### src/rtl/decode_steer_pkg.sv
package decode_steer_pkg;
  localparam int unsigned NSLOT = 3;
  localparam int unsigned HEADW = 3;

  typedef struct packed {
    logic             load;
    logic             clear;
    logic [NSLOT-1:0] accept;
    logic [HEADW-1:0] headN;
  } dpCtl_t;
endpackage

### src/rtl/decode_steer_ctrl.sv
module decode_steer_ctrl
  import decode_steer_pkg::*;
#(
  parameter int unsigned CNT_W   = 4,
  parameter int unsigned GEN_MAX = 4,
  parameter int unsigned CW      = 2
) (
  input  logic                        clk,
  input  logic                        rst_n,
  input  logic                        flush,
  input  logic                        downReady,
  input  logic                        seqDone,
  input  logic [NSLOT-1:0]            instValid,
  input  logic [NSLOT-1:0][CNT_W-1:0] instUopCnt,
  input  logic [NSLOT-1:0]            instMem,
  output dpCtl_t                      ctl,
  output logic [CW-1:0]               cntReg,
  output logic                        seqStart,
  output logic                        busy
);
  logic headLong, canDecode, startSeq;
  logic [CW-1:0] nAccept;

  always_comb begin
    headLong  = instValid[0] && (instUopCnt[0] > CNT_W'(GEN_MAX));
    canDecode = !busy && downReady && !flush;
    startSeq  = canDecode && headLong;
    ctl.accept    = '0;
    ctl.accept[0] = canDecode && instValid[0] && !headLong;
    for (int i = 1; i < NSLOT; i++) begin
      ctl.accept[i] = ctl.accept[i-1] && instValid[i] &&
                      (instUopCnt[i] == CNT_W'(1)) && !instMem[i];
    end
    ctl.headN = ctl.accept[0] ? HEADW'(instUopCnt[0]) : '0;
    ctl.load  = downReady;
    ctl.clear = flush;
    nAccept = '0;
    for (int i = 0; i < NSLOT; i++) begin
      nAccept = nAccept + CW'(ctl.accept[i]);
    end
  end

  always_ff @(posedge clk or negedge rst_n) begin
    if (!rst_n) begin
      busy     <= 1'b0;
      seqStart <= 1'b0;
      cntReg   <= '0;
    end else begin
      seqStart <= startSeq;
      if (flush)         busy <= 1'b0;
      else if (startSeq) busy <= 1'b1;
      else if (seqDone)  busy <= 1'b0;
      if (flush || !downReady) cntReg <= '0;
      else if (startSeq)       cntReg <= CW'(1);
      else                     cntReg <= nAccept;
    end
  end
endmodule

### src/rtl/decode_steer_dp.sv
module decode_steer_dp
  import decode_steer_pkg::*;
#(
  parameter int unsigned UOP_W   = 16,
  parameter int unsigned GEN_MAX = 4,
  parameter int unsigned LANES   = 6
) (
  input  logic                                      clk,
  input  logic                                      rst_n,
  input  dpCtl_t                                    ctl,
  input  logic [NSLOT-1:0][GEN_MAX-1:0][UOP_W-1:0]  instUops,
  output logic [LANES-1:0][UOP_W-1:0]               outUops,
  output logic [LANES-1:0]                          outLaneValid
);
  localparam int unsigned LW = $clog2(LANES + 1);

  logic [NSLOT-1:0][LW-1:0]     base;
  logic [LANES-1:0]             nxtV;
  logic [LANES-1:0][UOP_W-1:0]  nxtD;
  logic                         unusedBits;

  assign unusedBits = ^instUops;

  always_comb begin
    base[0] = '0;
    base[1] = LW'(ctl.headN);
    for (int i = 2; i < NSLOT; i++) begin
      base[i] = base[i-1] + LW'(ctl.accept[i-1]);
    end
  end

  for (genvar l = 0; l < LANES; l++) begin : g_lane
    always_comb begin
      nxtV[l] = 1'b0;
      nxtD[l] = '0;
      if (l < GEN_MAX) begin
        if (ctl.accept[0] && (LW'(l) < LW'(ctl.headN))) begin
          nxtV[l] = 1'b1;
          nxtD[l] = instUops[0][l % GEN_MAX];
        end
      end
      for (int i = 1; i < NSLOT; i++) begin
        if (ctl.accept[i] && base[i] == LW'(l)) begin
          nxtV[l] = 1'b1;
          nxtD[l] = instUops[i][0];
        end
      end
    end
  end

  always_ff @(posedge clk or negedge rst_n) begin
    if (!rst_n) begin
      outLaneValid <= '0;
      outUops      <= '0;
    end else if (ctl.clear) begin
      outLaneValid <= '0;
    end else if (ctl.load) begin
      outLaneValid <= nxtV;
      outUops      <= nxtD;
    end
  end
endmodule

### src/rtl/decode_steer.sv
module decode_steer
  import decode_steer_pkg::*;
#(
  parameter int unsigned UOP_W   = 16,
  parameter int unsigned CNT_W   = 4,
  parameter int unsigned GEN_MAX = 4,
  parameter int unsigned LANES   = GEN_MAX + NSLOT - 1,
  parameter int unsigned CW      = $clog2(NSLOT + 1)
) (
  input  logic                                      clk,
  input  logic                                      rst_n,
  input  logic                                      flush,
  input  logic                                      downReady,
  input  logic                                      seqDone,
  input  logic [NSLOT-1:0]                          instValid,
  input  logic [NSLOT-1:0][CNT_W-1:0]               instUopCnt,
  input  logic [NSLOT-1:0]                          instMem,
  input  logic [NSLOT-1:0][GEN_MAX-1:0][UOP_W-1:0]  instUops,
  output logic [CW-1:0]                             consumeCnt,
  output logic [LANES-1:0][UOP_W-1:0]               outUops,
  output logic [LANES-1:0]                          outLaneValid,
  output logic                                      seqStart
);
  dpCtl_t        ctl;
  logic [CW-1:0] cntReg;
  logic          busy;

  decode_steer_ctrl #(.CNT_W(CNT_W), .GEN_MAX(GEN_MAX), .CW(CW)) u_ctrl (
    .clk(clk), .rst_n(rst_n), .flush(flush), .downReady(downReady),
    .seqDone(seqDone), .instValid(instValid), .instUopCnt(instUopCnt),
    .instMem(instMem), .ctl(ctl), .cntReg(cntReg), .seqStart(seqStart),
    .busy(busy)
  );

  decode_steer_dp #(.UOP_W(UOP_W), .GEN_MAX(GEN_MAX), .LANES(LANES)) u_dp (
    .clk(clk), .rst_n(rst_n), .ctl(ctl), .instUops(instUops),
    .outUops(outUops), .outLaneValid(outLaneValid)
  );

  assign consumeCnt = flush ? '0 : cntReg;
endmodule

### config.mk
export PLATFORM = sky130hd
export DESIGN_NAME = decode_steer
export DESIGN_NICKNAME = d
export VERILOG_FILES = /design/src/rtl/decode_steer_pkg.sv /design/src/rtl/decode_steer_ctrl.sv /design/src/rtl/decode_steer_dp.sv /design/src/rtl/decode_steer.sv
export SDC_FILE = /design/constraint.sdc
export NUM_CORES = 1
export LEC_CHECK = 0
export BUFFER_PORTS_ARGS = -buffer_cell sky130_fd_sc_hd__buf_2
export CORE_ASPECT_RATIO = 0.8
export CORE_MARGIN = 5
export CORE_UTILIZATION = 25
export CTS_CLUSTER_SIZE = 20
export DETAILED_ROUTE_END_ITERATION = 6
export SLEW_MARGIN = 20
export SYNTH_ARGS = -nofsm -noshare
export SYNTH_HDL_FRONTEND = slang
export SYNTH_SLANG_ARGS = --single-unit
### constraint.sdc
create_clock -name clk -period 3.1 [get_ports clk]
set_clock_uncertainty 0.2 [all_clocks]
set_input_delay 0.465 -clock clk [delete_from_list [all_inputs] [get_ports clk]]
set_output_delay 0.465 -clock clk [all_outputs]
set_load 0.03 [all_outputs]
==> results of run 1 <==
worst reg2reg max path, cell delays in order (launching register included):
cell and delay [ns]:
dfrtp_1 0.41, nand4bb_4 0.24, or3_4 0.44, nor2_4 0.13, ha_4 0.15, ha_4 0.21, nor2_4 0.07, nand4b_1 0.17
nor4_4 0.37, buf_4 0.21, nor3_1 0.05, a221o_1 0.27
worst max path at each step:
stage | endpoint | cells past startpoint
after global routing | u_dp.outUops[1] | 11
after detailed placement | u_dp.outUops[2] | 12
final | u_dp.outUops[3] | 11
after global placement | u_dp.outUops[3] | 12
after floorplan | u_dp.outUops[11] | 12
after CTS | u_dp.outUops[3] | 11
cell usage after synthesis, types with 3 or more instances:
master	instances	area (um^2)
a22oi_1	48	360
clkbuf_1	35	131
and3_1	20	125
a221oi_1	16	140
a22o_1	16	140
nor3_1	20	100
a221o_1	47	470
nand4bb_1	3	33.8
o21ai_0	33	165
nor2_1	45	169
nand3_1	23	115
nand4_1	4	25.0
buf_2	7	35.0
a2bb2oi_1	16	140
inv_1	5	18.8
nor2b_1	3	18.8
nand2b_1	3	18.8
and4bb_2	3	37.5
a21oi_1	5	25.0
nand2_1	25	93.8
dfrtp_1	106	2650
power breakdown:
part | total (W) | internal (W) | switching (W) | leakage (nW)
clock | 0.00117 | 0.000650 | 0.000522 | 0.143
combinational | 0.000437 | 0.000147 | 0.000290 | 2.25
sequential | 0.00143 | 0.00141 | 0.0000166 | 1.47
total | 0.00304 | 0.00221 | 0.000828 | 3.86
metal layers:
layer	vias up	track usage [%]	routed length (um)
li1	2531	-	-
met1	2798	27.4	11300
met2	216	28.0	10500
met3	25	7.05	2120
met4	10	3.58	259
met5	-	0	55
layout by cell type (no fill, tap or decap), drive strengths merged, types with 4 or more instances in the layout:
master   netlist  layout
nor2          45      45
o21ai         35      35
buf           10     273
a221oi        16      16
nand3         23      23
a22o          16      16
nand2         25      25
nor4           5       5
nor3          22      22
a2bb2oi       16      16
clkbuf        36      12
nand4          4       4
dfrtp        106     106
and3          20      20
inv            6       6
a22oi         48      48
a221o         47      47
a21oi          5       5
area by class of cell:
type | count | area (um^2) | share of cell area [%]
tap | 275 | 344 | 4.51
clock buffer | 12 | 246 | 3.23
multi-input combinational | 362 | 2690 | 35.3
timing repair buffer | 274 | 1610 | 21.1
antenna | 2 | 5.00 | 0.0657
clock inverter | 4 | 51.3 | 0.673
sequential | 106 | 2650 | 34.8
inverter | 6 | 22.5 | 0.295
timing repair:
| item | 4_1_cts | 5_1_grt |
|---|---|---|
| hold buffers | 1 | 0 |
| endpoints found under the setup margin | 0 | 80 |
| buffers inserted | 0 | 2 |
| endpoints found under the hold margin | 38 | 0 |
| gates resized for setup | 0 | 23 |
cells by family (layout without fill, tap and decap cells):
kind of cell	Yosys count	after routing	synth area share, %
AOI/OAI and AO/OA	190	190	28.5
and+or+nand+nor	168	168	17.1
DFF	106	106	49.4
buffers and inverters	52	296	4.03
adders and majority gates	3	3	0.838
xor gates and xnor gates	1	1	0.163
other	0	2	0
state kept, by name, indices dropped and copies added (netlist names):
register,flops
u_dp.outUops,96
u_dp.outLaneValid,6
u_ctrl.seqStart,1
u_ctrl.busy,1
u_ctrl.cntReg,2
stage by stage:
step	setup WS, ns	instance area, um^2
after floorplan	-0.00365	5440
after detailed placement	-0.128	7200
final	0.0472	7620
after CTS	0.0374	7500
after global placement	-0.0958	7200
after global routing	-0.0558	7620
==> results by group, run 1 <==
Worst setup path
  – Worst path required time: 3.13 ns
  – FF-to-FF path depth: 11
  – Critical path arrival: ~3 ns
  – CP bufs+invs: 1
  – Max stage delay on crit path: about 0.44 ns
  – Crit-path slowest cell: or3_4
  – Family with the most delay on the worst path: simple AND/OR/NAND/NOR gates
  – R2r setup slk: 0.05 ns
  – R2r endpoint: u_dp.outUops[3]
  – Worst r2r src: u_ctrl.busy
  – Crit Path Max Fanout: 5
  – CP Capture Type: flop
  – Critical Path, Cell by Cell: nand4bb_4 -> or3_4 -> nor2_4 -> ha_4 -> ha_4 -> nor2_4 -> nand4b_1 -> nor4_4 -> buf_4 -> nor3_1 -> a221o_1
  – Startpoint types: flop
  – Kind of critical path: reg -> reg
  – Crit. Startpoint: u_ctrl.busy

Global routing
  – First-pass GRT wire length: 36000 um
  – Largest net degree at the start of global routing: 56
  – Final global-route overflow total: 0
  – GR Util All Layers: 19.2%
  – Initial antenna violation count: 7
  – Vias in the first global route: 5402

Finish
  – Share of cells above drive strength 1: 42.8%
  – Non-Filler Instances: about 1000
  – Area Overhead vs Synth: 41.9%
  – Filler cell count: between 2000 and 2500
  – Final design utilization: 35.7%
  – Net count, final: 977

Worst hold path
  – Hold Path Origin: seqDone
  – Hold Crit Depth: 4
  – Hold Crit Class: in -> reg
  – Worst Hold Path EP: u_ctrl.busy

Detailed routing
  – Via count: 5580
  – Drt total wl: between 20000 and 25000 um
  – Number of DRC markers in iteration 0: roughly 480
  – Detail Route Antenna Nets: 0
  – DR WL/cell: around 23 um
  – Residual DRC count: 0
  – Vias per cell: 5.36
  – First-pass DRT Iterations: 5

Floorplan
  – I/O Pins: 320
  – Starting Density: 25.1%
  – Die Y: 141 um
  – Core area: roughly 21000 um^2
  – DIE WIDTH: roughly 170 um
  – Die area: 24500 um^2
  – Num rows: 48

Yosys
  – Synthesized area: 5370 um^2
  – Cell variety after synth: 50
  – Sequential element share of the synthesized area: 49.4%
  – #FFs+latches synth: 106
  – EDFF count, synth: 0
  – Yosys Warn Count: 0
  – Prevailing post-synth register cell: dfrtp_1
  – Post-Synthesis Net Count: 738
  – Syn avg cell area: 10.3 um^2
  – Cells after Synth: 520
  – Share of flip-flops with an asynchronous set or reset: 100%

Clocking
  – Clock sinks: 106
  – CTS tree: yes
  – # H-tree levels: 3
  – Maximum buffer depth of the clock tree: 2
  – Root Buffer: clkbuf_16
  – Clock latency on the worst-skew pair: between 0.3 and 0.4 ns
  – Clk slew on worst S/H paths: roughly 0.07 ns
  – Number of buffers created by CTS: 9

Run
  – Max_cap viols: 0

Timing
  – Min Clock Period, post-route: 3.05 ns
  – Period utilization: 98.5%
  – WHS: between 0.1 and 0.15 ns
  – RSZ-0062 raised after global routing: yes
  – FMAX: 328 MHz
  – Slew at the pin with the worst max-slew slack: 0.569 ns
  – Slew Viols, Final: 0
  – Final Hold Fails: 0
  – Setup TNS: 0 ns
  – Slew headroom: 62.1%
  – Final setup vio count: 0

Status
  – Status: finished clean

Power
  – Worst IR drop on VDD: ~260 uV
  – PwrDens: 398 nW/um^2
  – Leakage: 3.86 nW
  – Overall power consumption: 0.00304 W

Placed design
  – Routability-driven placement congestion ratio: ~0.9
  – Detailed placement HPWL: 18200 um
  – Port bufs: 222
  – Placed cells: 1020
Power figures use the tool's default switching activity.
==> inputs of run 2 (changes only) <==
- CELL_PAD_IN_SITES_DETAIL_PLACEMENT: not set -> 0
- CELL_PAD_IN_SITES_GLOBAL_PLACEMENT: not set -> 1
- PLACE_DENSITY_LB_ADDON: not set -> 0.1
==> results by group, run 2 (synthesized netlist as in run 1, its figures left out) <==
Finish
  – Non-Filler Instances: 1040
  – Share of cells above drive strength 1: between 40% and 50%
  – Area of the multi-input gates: 2690 um^2
  – FF/Latch Area: around 2700 um^2
  – Commonest non-fill, non-tap cell in the layout: buf_2
  – Largest Register: u_dp.outUops
  – Max reg flops: 96
  – Post-route cell area: 7650 um^2
  – Filler cell count: 2252
  – Area Overhead vs Synth: 42.4%
  – Biggest regs: u_dp.outUops x96, u_dp.outLaneValid x6, u_ctrl.cntReg x2
  – Final design utilization: 35.8%
  – Antenna fix cells: 0
  – Most frequent cells in the layout: buf_2 (221), dfrtp_1 (106), a22oi_1 (48)
  – Net count, final: around 1000

Worst hold path
  – Hold Crit Class: in -> reg
  – Hold Path Origin: seqDone

Detailed routing
  – Via count: 5564
  – Drt total wl: 24900 um
  – Detail Route Antenna Nets: 0
  – DR WL/cell: 23.9 um
  – Vias per cell: 5.35
  – First-pass DRT Iterations: 5
  – Residual DRC count: 0
  – Number of DRC markers in iteration 0: slightly above 400

Power
  – Leakage: ~3.9 nW
  – Worst IR drop on VDD: 231 uV
  – Clk pwr share: between 30% and 40%
  – Comb pwr share: 14.3%
  – PwrDens: 401 nW/um^2
  – Sw Share: 28.6%
  – Sw Pwr: 0.000877 W
  – Sequential share of power: 46.5%
  – Overall power consumption: 0.00307 W
  – Cell-internal power: 0.00219 W

Placed design
  – Port bufs: 222
  – Placed cells: slightly above 1000
  – Cell Area, Placed: 7180 um^2
  – Detailed placement HPWL: 18600 um
  – Routability-driven placement congestion ratio: 0.869

Clocking
  – Clock latency on the worst-skew pair: around 0.36 ns
  – Maximum buffer depth of the clock tree: 2
  – Root Buffer: clkbuf_16
  – Clock sinks: approximately 110
  – # H-tree levels: 3
  – Clk slew on worst S/H paths: 0.07 ns
  – Number of buffers created by CTS: 9
  – CTS tree: yes

Floorplan
  – Die area: 24500 um^2
  – I/O Pins: 320
  – Core area: 21400 um^2
  – Num rows: 48
  – Starting Density: 25.1%
  – DIE WIDTH: 174 um
  – Die Y: 141 um

Timing
  – FMAX: ~320 MHz
  – Final setup vio count: 10
  – Final Hold Fails: 0
  – Min Clock Period, post-route: 3.13 ns
  – Slew headroom: 54.9%
  – Worst setup margin: -0.0259 ns
  – Slew Viols, Final: 0
  – Period utilization: 101%
  – Slew at the pin with the worst max-slew slack: ~0.67 ns
  – RSZ-0062 raised after global routing: yes
  – Setup TNS: -0.123 ns

Global routing
  – Final global-route overflow total: 0
  – Vias in the first global route: 5684
  – Largest net degree at the start of global routing: 60
  – First-pass GRT wire length: 36600 um
  – GR Util All Layers: 19.4%
  – Initial antenna violation count: 0

Worst setup path
  – Family with the most delay on the worst path: simple AND/OR/NAND/NOR gates
  – Critical path arrival: 3.17 ns
  – Kind of critical path: reg -> reg
  – Worst path required time: 3.14 ns
  – Critical Path, Cell by Cell: nand4bb_4 -> or3_4 -> nor2_4 -> ha_4 -> ha_4 -> nor2_4 -> nand4b_1 -> nor4_4 -> buf_4 -> clkbuf_16 -> nor3_1 -> a221o_1
  – CP Capture Type: flop
  – CP bufs+invs: 2
  – Worst r2r src: u_ctrl.busy
  – Crit-path slowest cell: or3_4
  – Crit Path Max Fanout: 7
  – Startpoint types: flop
  – Max stage delay on crit path: 0.45 ns
  – Crit. Startpoint: u_ctrl.busy

Status
  – Violated checks: negative setup slack
  – Status: finished, violations left

Run
  – Max_cap viols: 0
-- run 2: power by group through the flow --
stage | clock network, W | registers, W | logic, W
floorplan | 0 | 0.00151 | 0.000113
global placement | 0 | 0.00146 | 0.000428
global route | 0.00128 | 0.00143 | 0.000472
finish | 0.00120 | 0.00143 | 0.000438
CTS | 0.00124 | 0.00143 | 0.000435
detailed placement | 0 | 0.00146 | 0.000432
-- run 2: per-stage QoR --
| stage | worst slack, ns | hold slack (ns) |
|---|---|---|
| floorplan | -0.00365 | -0.0306 |
| global route | -0.148 | 0.186 |
| global placement | -0.164 | 0.258 |
| detailed placement | -0.170 | 0.266 |
| finish | -0.0259 | 0.144 |
| CTS | 0.0319 | 0.138 |
-- run 2: layout make-up --
| type | count | share of cell area, % |
|---|---|---|
| repair buffers | 275 | 21.4 |
| flip-flops and latches | 106 | 34.7 |
| inverters | 6 | 0.294 |
| clock buffers | 9 | 2.94 |
| clock inverters | 6 | 0.997 |
| well taps | 275 | 4.50 |
| multi-input cells | 363 | 35.2 |
-- run 2: timing repair --
item | CTS | global route
hold buffers | 1 | 0
hold endpoints to repair | 44 | 0
buffers inserted | 0 | 4
setup endpoints to repair | 0 | 96
resized for setup | 0 | 23
-- run 2: worst min-delay path: stages --
cell and delay [ns]:
buf_2 0.08, nor2_1 0.03, nand2_1 0.05, nand2_1 0.05
-- run 2: final timing paths --
check	endpoint	slack, ns	depth (start not counted)
worst max-delay path	u_dp.outUops[3]	-0.03	12
worst min-delay path	u_ctrl.busy	0.14	4
worst max register to register	u_dp.outUops[3]	-0.03	12
worst min register to register	u_dp.outUops[20]	0.27	2
max in group asynchronous	u_dp.outUops[37]	1.45	3
min in group asynchronous	u_dp.outUops[50]	0.46	2
-- run 2: layer usage --
metal | part of all wire [%] | GRT usage (%) | vias up
met5 | 0 | 0 | -
met4 | 0.76 | 3.33 | 0
met3 | 6.5 | 4.85 | 14
met2 | 42 | 28.0 | 229
met1 | 51 | 29.7 | 2780
li1 | - | - | 2541
==> inputs of run 3 (changes only) <==
- CORE_UTILIZATION: 25 -> 28
==> results by group, run 3 (synthesized netlist as in run 1, its figures left out) <==
Status
  – Status: finished, violations left
  – Violated checks: negative setup slack

Worst setup path
  – Kind of critical path: reg -> reg
  – Startpoint types: flop
  – Worst path required time: between 3 and 4 ns
  – Critical path arrival: 3.18 ns
  – Crit Path Max Fanout: 7
  – CP Capture Type: flop

Detailed routing
  – Via count: roughly 5600
  – Vias per cell: 5.50
  – Detail Route Antenna Nets: 0
  – Drt total wl: 24300 um
  – First-pass DRT Iterations: 5
  – DR WL/cell: 23.8 um
  – Residual DRC count: 0
  – Number of DRC markers in iteration 0: about 410

Global routing
  – Met2 Usage GRT: 30.0%
  – Final global-route overflow total: 0
  – Grt peak-use layer: met1
  – First-pass GRT wire length: 35000 um
  – Initial antenna violation count: 1
  – Vias in the first global route: approximately 5600
  – GRT met1 Usage: between 30% and 40%
  – GR Util All Layers: 21.0%
  – Largest net degree at the start of global routing: 66
  – Met3 Resource Use GR: 5.56%

Placed design
  – Detailed placement HPWL: 17800 um
  – Placed cells: 999
  – Port bufs: roughly 220
  – Routability-driven placement congestion ratio: 0.896
  – Worst slack, placed: -0.103 ns

Power
  – Sw Share: 28.6%
  – PwrDens: approximately 400 nW/um^2
  – Sw Pwr: between 0.0008 and 0.0009 W
  – Comb pwr share: 14.1%
  – Leakage: 3.84 nW
  – Sequential share of power: 46.6%
  – Worst IR drop on VDD: 263 uV
  – Cell-internal power: 0.00219 W
  – Clk pwr share: 39.3%

Timing
  – Period utilization: 101%
  – Slew Viols, Final: 0
  – Slew headroom: 56.2%
  – FMAX: 319 MHz
  – Worst setup margin: -0.0326 ns
  – RSZ-0062 raised after global routing: yes
  – Final setup vio count: 10
  – Min Clock Period, post-route: 3.13 ns
  – Setup TNS: -0.202 ns
  – Slew at the pin with the worst max-slew slack: between 0.6 and 0.7 ns
  – Final Hold Fails: 0

Finish
  – Non-Filler Instances: between 1000 and 1500
  – Largest Register: u_dp.outUops
  – Max reg flops: 96
  – Share of cells above drive strength 1: 42.3%
  – Antenna fix cells: 0
  – Area Overhead vs Synth: 41.2%
  – Net count, final: 977
  – Biggest regs: u_dp.outUops x96, u_dp.outLaneValid x6, u_ctrl.cntReg x2
  – Most frequent cells in the layout: buf_2 (221), dfrtp_1 (106), a22oi_1 (48)
  – Commonest non-fill, non-tap cell in the layout: buf_2

Clocking
  – Number of buffers created by CTS: 9
  – Clock latency on the worst-skew pair: 0.36 ns
  – CTS tree: yes
  – Clock sinks: around 110
  – # H-tree levels: 3
  – Clk slew on worst S/H paths: 0.08 ns
  – Root Buffer: clkbuf_16
  – Maximum buffer depth of the clock tree: 2

Floorplan
  – Starting Density: 28.4%
  – Die area: between 20000 and 25000 um^2
  – Die Y: around 130 um
  – Num rows: 45
  – Core area: 18900 um^2
  – DIE WIDTH: 165 um
  – I/O Pins: 320

Worst hold path
  – Hold Crit Class: in -> reg

Run
  – Max_cap viols: 0
-- run 3: power groups by stage --
stage / clock, W / sequential (W) / combinational, W
finish: 0.00121 / 0.00143 / 0.000433
global route: 0.00128 / 0.00143 / 0.000465
CTS: 0.00123 / 0.00143 / 0.000427
detailed placement: 0 / 0.00146 / 0.000426
global placement: 0 / 0.00146 / 0.000421
floorplan: 0 / 0.00151 / 0.000113
-- run 3: path summary, 6_finish.rpt --
kind | slack (ns) | end | cells past startpoint | from
setup reg to reg | -0.03 | u_dp.outUops[0] | 12 | u_ctrl.busy
hold / removal | 0.14 | u_ctrl.busy | 4 | seqDone
hold reg to reg | 0.29 | u_dp.outUops[22] | 2 | u_dp.outUops[22]
setup / recovery | -0.03 | u_dp.outUops[0] | 12 | u_ctrl.busy
min in group asynchronous | 0.45 | u_dp.outUops[19] | 2 | rst_n
max in group asynchronous | 1.44 | u_dp.outLaneValid[4] | 3 | rst_n
-- run 3: critical path, stage by stage, from the launching register on --
cell,delay [ns]
dfrtp_1,0.41
nand4bb_4,0.24
or3_4,0.45
nor2_4,0.16
ha_4,0.15
ha_4,0.20
nor2_2,0.07
nand4b_1,0.18
nor4_4,0.29
buf_4,0.19
clkbuf_16,0.16
nor3_1,0.05
a221o_1,0.26
-- run 3: layout make-up --
class	instances	area (um^2)
repair buffers	273	1610
multi-input cells	363	2680
flip-flops and latches	106	2650
inverters	6	22.5
clock buffers	9	225
clock inverters	6	78.8
fillers	1923	11300
well taps	258	323
-- run 3: metrics by stage --
stage	cell area [um^2]	power, W	hold WS [ns]	util [%]
after floorplan	5440	0.00162	-0.0306	-
after global placement	7130	0.00188	0.263	37.7
after detailed placement	7130	0.00188	0.275	37.7
after CTS	7440	0.00309	0.130	39.3
after global routing	7590	0.00318	0.186	40.1
final	7590	0.00307	0.139	40.1
-- run 3: repair_timing --
action	4_1_cts	5_1_grt
hold endpoints to repair	41	0
hold buffers	1	0
resized for setup	0	16
setup endpoints to repair	0	64
setup buffers	0	4
-- run 3: routing by layer --
layer / routed length, um / vias up
met1: 11600 / 2796
met4: 367 / 2
met2: 10500 / 258
met3: 1880 / 30
met5: 13 / -
li1: - / 2531
